`src/rtl/cmd_regbuf_pkg.sv`:
```
// Package: shared encodings for the configurable command buffer.
// Assumes: mode and layout inputs are static outside reset.
package cmd_regbuf_pkg;
    typedef enum logic {
        FAN_ONE = 1'b0,
        FAN_DUP = 1'b1
    } fan_mode_e;

    typedef enum logic {
        LAYOUT_FIRST  = 1'b0,
        LAYOUT_SECOND = 1'b1
    } layout_e;
endpackage

```
`src/rtl/cmd_gate.sv`:
```
// cmd_gate: makes one load enable per register bit from the two selects.
// Assumes: mode/layout static; positions given as bit indices below WIDE_BITS.
module cmd_gate
    import cmd_regbuf_pkg::*;
#(
    parameter int WIDE_BITS = 25,
    parameter int L1_CKE    = 0,
    parameter int L1_ODT    = 3,
    parameter int L2_ODT    = 10,
    parameter int L2_CKE    = 13
) (
    input  logic                 mode_dup,
    input  logic                 place_b,
    input  logic                 sel_dram_n,
    input  logic                 sel_reg_n,
    output logic [WIDE_BITS-1:0] load_en
);
    fan_mode_e fmode;
    layout_e   lay;
    logic      hold;

    assign fmode = fan_mode_e'(mode_dup);
    assign lay   = layout_e'(place_b);
    assign hold  = sel_dram_n & sel_reg_n;

    for (genvar i = 0; i < WIDE_BITS; i++) begin : g_bit
        localparam bit IN_L1 = (i == L1_CKE) || (i == L1_ODT);
        localparam bit IN_L2 = (i == L2_CKE) || (i == L2_ODT);
        logic exempt;
        // Purpose: flag this bit as a command that bypasses the hold.
        always_comb begin
            exempt = 1'b0;
            if (fmode == FAN_DUP) begin
                exempt = (lay == LAYOUT_FIRST) ? IN_L1 : IN_L2;
            end
        end
        assign load_en[i] = ~hold | exempt;
    end
endmodule

```
`src/rtl/cmd_capture.sv`:
```
// cmd_capture: input register bank with per-bit load enable and chip-select flop.
// Assumes: rst_n is asynchronous and clears everything.
module cmd_capture #(
    parameter int WIDE_BITS = 25
) (
    input  logic                 clk,
    input  logic                 rst_n,
    input  logic [WIDE_BITS-1:0] load_en,
    input  logic [WIDE_BITS-1:0] d_in,
    input  logic                 sel_dram_n,
    output logic [WIDE_BITS-1:0] cap_q,
    output logic                 cs_q
);
    for (genvar i = 0; i < WIDE_BITS; i++) begin : g_ff
        // Purpose: capture one input bit when its enable is set.
        always_ff @(posedge clk or negedge rst_n) begin
            if (!rst_n) begin
                cap_q[i] <= 1'b0;
            end else if (load_en[i]) begin
                cap_q[i] <= d_in[i];
            end
        end
    end

    // Purpose: register the chip select on every edge, never gated.
    always_ff @(posedge clk or negedge rst_n) begin
        if (!rst_n) begin
            cs_q <= 1'b0;
        end else begin
            cs_q <= sel_dram_n;
        end
    end
endmodule

```
`src/rtl/cmd_fanout.sv`:
```
// cmd_fanout: maps the register onto bank A and bank B for the chosen mode.
// Assumes: DUP_BITS <= WIDE_BITS; mode is static.
module cmd_fanout
    import cmd_regbuf_pkg::*;
#(
    parameter int WIDE_BITS = 25,
    parameter int DUP_BITS  = 14
) (
    input  logic                 mode_dup,
    input  logic [WIDE_BITS-1:0] cap_q,
    output logic [WIDE_BITS-1:0] q_a,
    output logic [DUP_BITS-1:0]  q_b
);
    fan_mode_e fmode;
    assign fmode = fan_mode_e'(mode_dup);

    for (genvar i = 0; i < WIDE_BITS; i++) begin : g_a
        if (i < DUP_BITS) begin : g_shared
            assign q_a[i] = cap_q[i];
        end else begin : g_wide_only
            // Purpose: upper bank A bits exist only in the one-to-one mode.
            assign q_a[i] = (fmode == FAN_ONE) ? cap_q[i] : 1'b0;
        end
    end

    for (genvar j = 0; j < DUP_BITS; j++) begin : g_b
        // Purpose: bank B copies are driven only in the duplicated mode.
        assign q_b[j] = (fmode == FAN_DUP) ? cap_q[j] : 1'b0;
    end
endmodule

```
`src/rtl/cmd_regbuf.sv`:
```
// cmd_regbuf: configurable registered command buffer (top).
// Assumes: mode_dup/place_b change only while rst_n is low.
module cmd_regbuf #(
    parameter int WIDE_BITS = 25,
    parameter int DUP_BITS  = 14,
    parameter int L1_CKE    = 0,
    parameter int L1_ODT    = 3,
    parameter int L2_ODT    = 10,
    parameter int L2_CKE    = 13
) (
    input  logic                 clk,
    input  logic                 rst_n,
    input  logic                 mode_dup,
    input  logic                 place_b,
    input  logic                 sel_dram_n,
    input  logic                 sel_reg_n,
    input  logic [WIDE_BITS-1:0] d_in,
    output logic [WIDE_BITS-1:0] q_a,
    output logic [DUP_BITS-1:0]  q_b,
    output logic                 qcs_a_n,
    output logic                 qcs_b_n
);
    logic [WIDE_BITS-1:0] load_en;
    logic [WIDE_BITS-1:0] cap_q;
    logic                 cs_q;

    cmd_gate #(
        .WIDE_BITS(WIDE_BITS), .L1_CKE(L1_CKE), .L1_ODT(L1_ODT),
        .L2_ODT(L2_ODT), .L2_CKE(L2_CKE)
    ) u_gate (
        .mode_dup  (mode_dup),
        .place_b   (place_b),
        .sel_dram_n(sel_dram_n),
        .sel_reg_n (sel_reg_n),
        .load_en   (load_en)
    );

    cmd_capture #(.WIDE_BITS(WIDE_BITS)) u_cap (
        .clk       (clk),
        .rst_n     (rst_n),
        .load_en   (load_en),
        .d_in      (d_in),
        .sel_dram_n(sel_dram_n),
        .cap_q     (cap_q),
        .cs_q      (cs_q)
    );

    cmd_fanout #(.WIDE_BITS(WIDE_BITS), .DUP_BITS(DUP_BITS)) u_fan (
        .mode_dup(mode_dup),
        .cap_q   (cap_q),
        .q_a     (q_a),
        .q_b     (q_b)
    );

    assign qcs_a_n = cs_q;
    assign qcs_b_n = cs_q;
endmodule

```
`config.mk`:
```
export PLATFORM = sky130hd
export DESIGN_NAME = cmd_regbuf
export DESIGN_NICKNAME = d
export VERILOG_FILES = /design/src/rtl/cmd_regbuf_pkg.sv /design/src/rtl/cmd_gate.sv /design/src/rtl/cmd_capture.sv /design/src/rtl/cmd_fanout.sv /design/src/rtl/cmd_regbuf.sv
export SDC_FILE = /design/constraint.sdc
export NUM_CORES = 1
export LEC_CHECK = 0
export ABC_AREA = 1
export CORE_UTILIZATION = 40
export CTS_CLUSTER_DIAMETER = 200
export DETAILED_ROUTE_END_ITERATION = 7
export GPL_TIMING_DRIVEN = 0
export PLACE_DENSITY = 0.76
export SLEW_MARGIN = 10
export SYNTH_ARGS = -nofsm -noshare
export SYNTH_HDL_FRONTEND = slang
export SYNTH_HIERARCHICAL = 1
export SYNTH_SLANG_ARGS = --single-unit
```
`constraint.sdc`:
```
create_clock -name clk -period 1.1 [get_ports clk]
set_input_delay 0.22 -clock clk [delete_from_list [all_inputs] [get_ports clk]]
set_output_delay 0.22 -clock clk [all_outputs]
set_load 0.05 [all_outputs]
```
==> results.py <==
metrics = {
    "run_status": {
        "violations": "setup timing",
        "status": "finished, violations left",
    },
    "routing": {
        "postRouteAntennaNets": 0,
        "wirelength_um": 3720,
        "wl_per_cell_um": 10.1,
        "via_count": 1512,
        "drtIter0Drc": 27,
        "vias_per_cell": 4.11,
        "drc": 0,
        "dr.pass1.iters": 4,
    },
    "layout": {
        "drive_gt1_frac": 0.422,
        "final_design_area_no_fill_um2": 2880,
        "stdcell_count": 368,
        "fillers": 284,
        "syn2layout_area_growth_pct": 85.3,
        "nets": 352,
        "insertedDiodeCount": 0,
    },
    "critical_path": {
        "worstSetupPathType": "reg -> out",
        "cp_slowest_cell": "dfrtp_1",
        "cp_max_fo": 3,
        "reg2regPathDepth": 4,
        "worstPathRequired_ns": 0.88,
        "arrival_ns": 0.96,
        "crit_path_end_kind": "output pin",
        "crit_path_start": "u_cap/cap_q[11]",
        "crit_path_cell_trace": "nand2_1 -> inv_1 -> buf_6",
        "endpoint": "q_b[11]",
        "r2r_slack_ns": 0.22,
        "rr_endpoint": "u_cap/cap_q[4]",
        "slowest_delay_ns": 0.40,
        "crit_path_start_kind": "flop",
        "reg2reg_from": "u_cap/cap_q[4]",
    },
    "clock_tree": {
        "cts.path.max_buffers": 2,
        "cts_buffers": 3,
        "cts_tree": "done",
        "cts_max_level": 1,
        "insertion_delay_ns": 0.26,
        "path_clk_slew_ns": 0.09,
        "cts.sinks": 26,
        "cts_root_buf": "clkbuf_8",
        "cts_hold_buf": 0,
    },
    "sta": {
        "setup-violations-final": 40,
        "fmax_mhz": 846,
        "period_share": 1.07,
        "drv_slew": 0,
        "finalCriticalPeriod_ns": 1.18,
        "rsz0062_at_grt": "yes",
        "fin_ws_ns": -0.0824,
        "finalSetupTns_ns": -2.33,
        "relSlewSlack": 0.574,
        "tightest_slew_ns": 0.640,
        "finalHoldViolCount": 0,
        "fin_skew_ns": 0,
    },
    "place": {
        "dpl-instance-area_um2": 2360,
        "place_congestion": 0.722,
        "port_buffers": 71,
        "dpl.hpwl_um": 2340,
        "dp_cells": 342,
    },
    "floorplanning": {
        "num_io_pins": 72,
        "dieWidth_um": 64.3,
        "start_util": 0.421,
        "fp.dieArea_um2": 4140,
        "num_rows": 22,
        "die_h_um": 64.3,
        "fp.coreArea_um2": 3690,
    },
    "grt": {
        "overflow": 0,
        "antenna_found_initial": 0,
        "grt_use_total": 0.192,
        "grt_pass1_wl_um": 6150,
        "grt_max_degree": 27,
        "grt_pass1_vias": 1407,
    },
    "synth": {
        "syn_inst": 223,
        "syn-num-nets": 254,
        "synth_common_cells": "93 x nand2_1, 51 x inv_1, 37 x buf_4",
        "synth_area_leaders": "dfrtp_1 42%, nand2_1 22%, buf_4 18%",
        "netlist_area_um2": 1550,
        "yosysUniqueCellTypes": 8,
        "ys.flop_type": "dfrtp_1",
        "yosysMostFrequentCell": "nand2_1",
        "ys_warn_count": 6,
        "synth.top_cell.area_share": 0.419,
        "avgSynthCellArea_um2": 6.97,
        "synth_top_area_cell": "dfrtp_1",
        "synth_edf_count": 0,
        "ys_seq_area_frac": 0.419,
        "synthArstFlopShare": 1.00,
        "synth_seq_cells": 26,
    },
    "job": {
        "maxCapViolCount": 0,
    },
    "pwr": {
        "p_per_area_nw_per_um2": 1120,
        "power_mw": 3.23,
        "ir_drop_mv": 0.623,
        "p_leak_nw": 1.73,
    },
    "hold_path": {
        "hold_path.class": "in -> async",
    },
}
-- layout make-up --
| cell class | instances | area (um2) | area share |
|---|---|---|---|
| plain buffers | 40 | 384 | 0.133 |
| well taps | 48 | 60.1 | 0.0209 |
| clock buffers | 3 | 41.3 | 0.0143 |
| flip-flops and latches | 26 | 652 | 0.226 |
| multi-input cells | 106 | 473 | 0.164 |
| clock inverters | 1 | 30.0 | 0.0104 |
| inverters | 52 | 195 | 0.0678 |
| repair buffers | 92 | 1040 | 0.363 |
-- how the worst min path moves through the flow --
stage | from | endpoint | slack, ns
6_report | rst_n | u_cap/cap_q[18] | 0.05
3_5_place_dp | u_cap/cap_q[18] | u_cap/cap_q[18] | 0.46
5_1_grt | rst_n | u_cap/cap_q[18] | 0.1
4_1_cts | rst_n | u_cap/cap_q[18] | 0.08
3_3_place_gp | u_cap/cap_q[19] | u_cap/cap_q[19] | 0.45
2_1_floorplan | rst_n | u_cap/cap_q[0] | -0.08
-- flip-flops by register name, summed over array words and instances (netlist names) --
register / flops
u_cap/cap_q: 25
u_cap/cs_q: 1
-- metrics by stage --
step,utilization,setup WS (ns),hold slack [ns]
2_1_floorplan,-,-0.0302,-0.0756
3_3_place_gp,0.639,-1.05,0.454
3_5_place_dp,0.639,-1.08,0.458
4_1_cts,0.762,-0.0804,0.0819
5_1_grt,0.781,-0.134,0.0980
6_report,0.781,-0.0824,0.0533
-- layout by cell type, fill, tap and decap left out --
| master | Yosys | layout |
|---|---|---|
| clkdlybuf4s15_2 | 0 | 1 |
| buf_8 | 0 | 23 |
| dfrtp_1 | 26 | 25 |
| bufinv_16 | 0 | 1 |
| nor2_4 | 0 | 7 |
| nand2_2 | 1 | 2 |
| dlygate4sd2_1 | 0 | 2 |
| inv_1 | 51 | 40 |
| buf_4 | 37 | 40 |
| nand2_1 | 93 | 92 |
| dfrtp_2 | 0 | 1 |
| buf_6 | 3 | 35 |
| buf_16 | 0 | 2 |
| clkdlybuf4s50_1 | 0 | 26 |
| nor2_2 | 0 | 4 |
| nand2_4 | 0 | 1 |
| clkbuf_8 | 0 | 3 |
| buf_2 | 0 | 1 |
| inv_2 | 1 | 12 |
| buf_12 | 0 | 2 |
-- cells by family after synthesis --
group                  synth area share
AND/OR/NAND/NOR                   0.255
buffers and inverters             0.326
flip-flops                        0.419
-- report_power, final --
group	internal [mW]	switching, mW	total (mW)
sequential	1.03	0.0652	1.10
combinational	0.644	0.697	1.34
clock	0.487	0.300	0.787
total	2.16	1.06	3.23
-- worst max-delay path: cells and delay by family (launching register included) --
kind / cells / cell delay, ns
AND/OR/NAND/NOR: 1 / 0.07
buffers and inverters: 2 / 0.22
flip-flops: 1 / 0.40
-- layer usage --
metal | share of wire | global-route usage | vias up
li1 | - | - | 779
met4 | 0.0070 | 0.0500 | 0
met2 | 0.52 | 0.334 | 46
met1 | 0.42 | 0.242 | 683
met3 | 0.047 | 0.0357 | 4
met5 | 0 | 0 | -
-- what timing repair did --
item | in CTS | in global routing
gates resized for setup | 346 | 11
setup endpoints to repair | 92 | 41
buffers inserted | 13 | 6
pin swaps | 16 | 6
cloned | 3 | 0
Note: power is estimated with default switching activity, not from simulation.
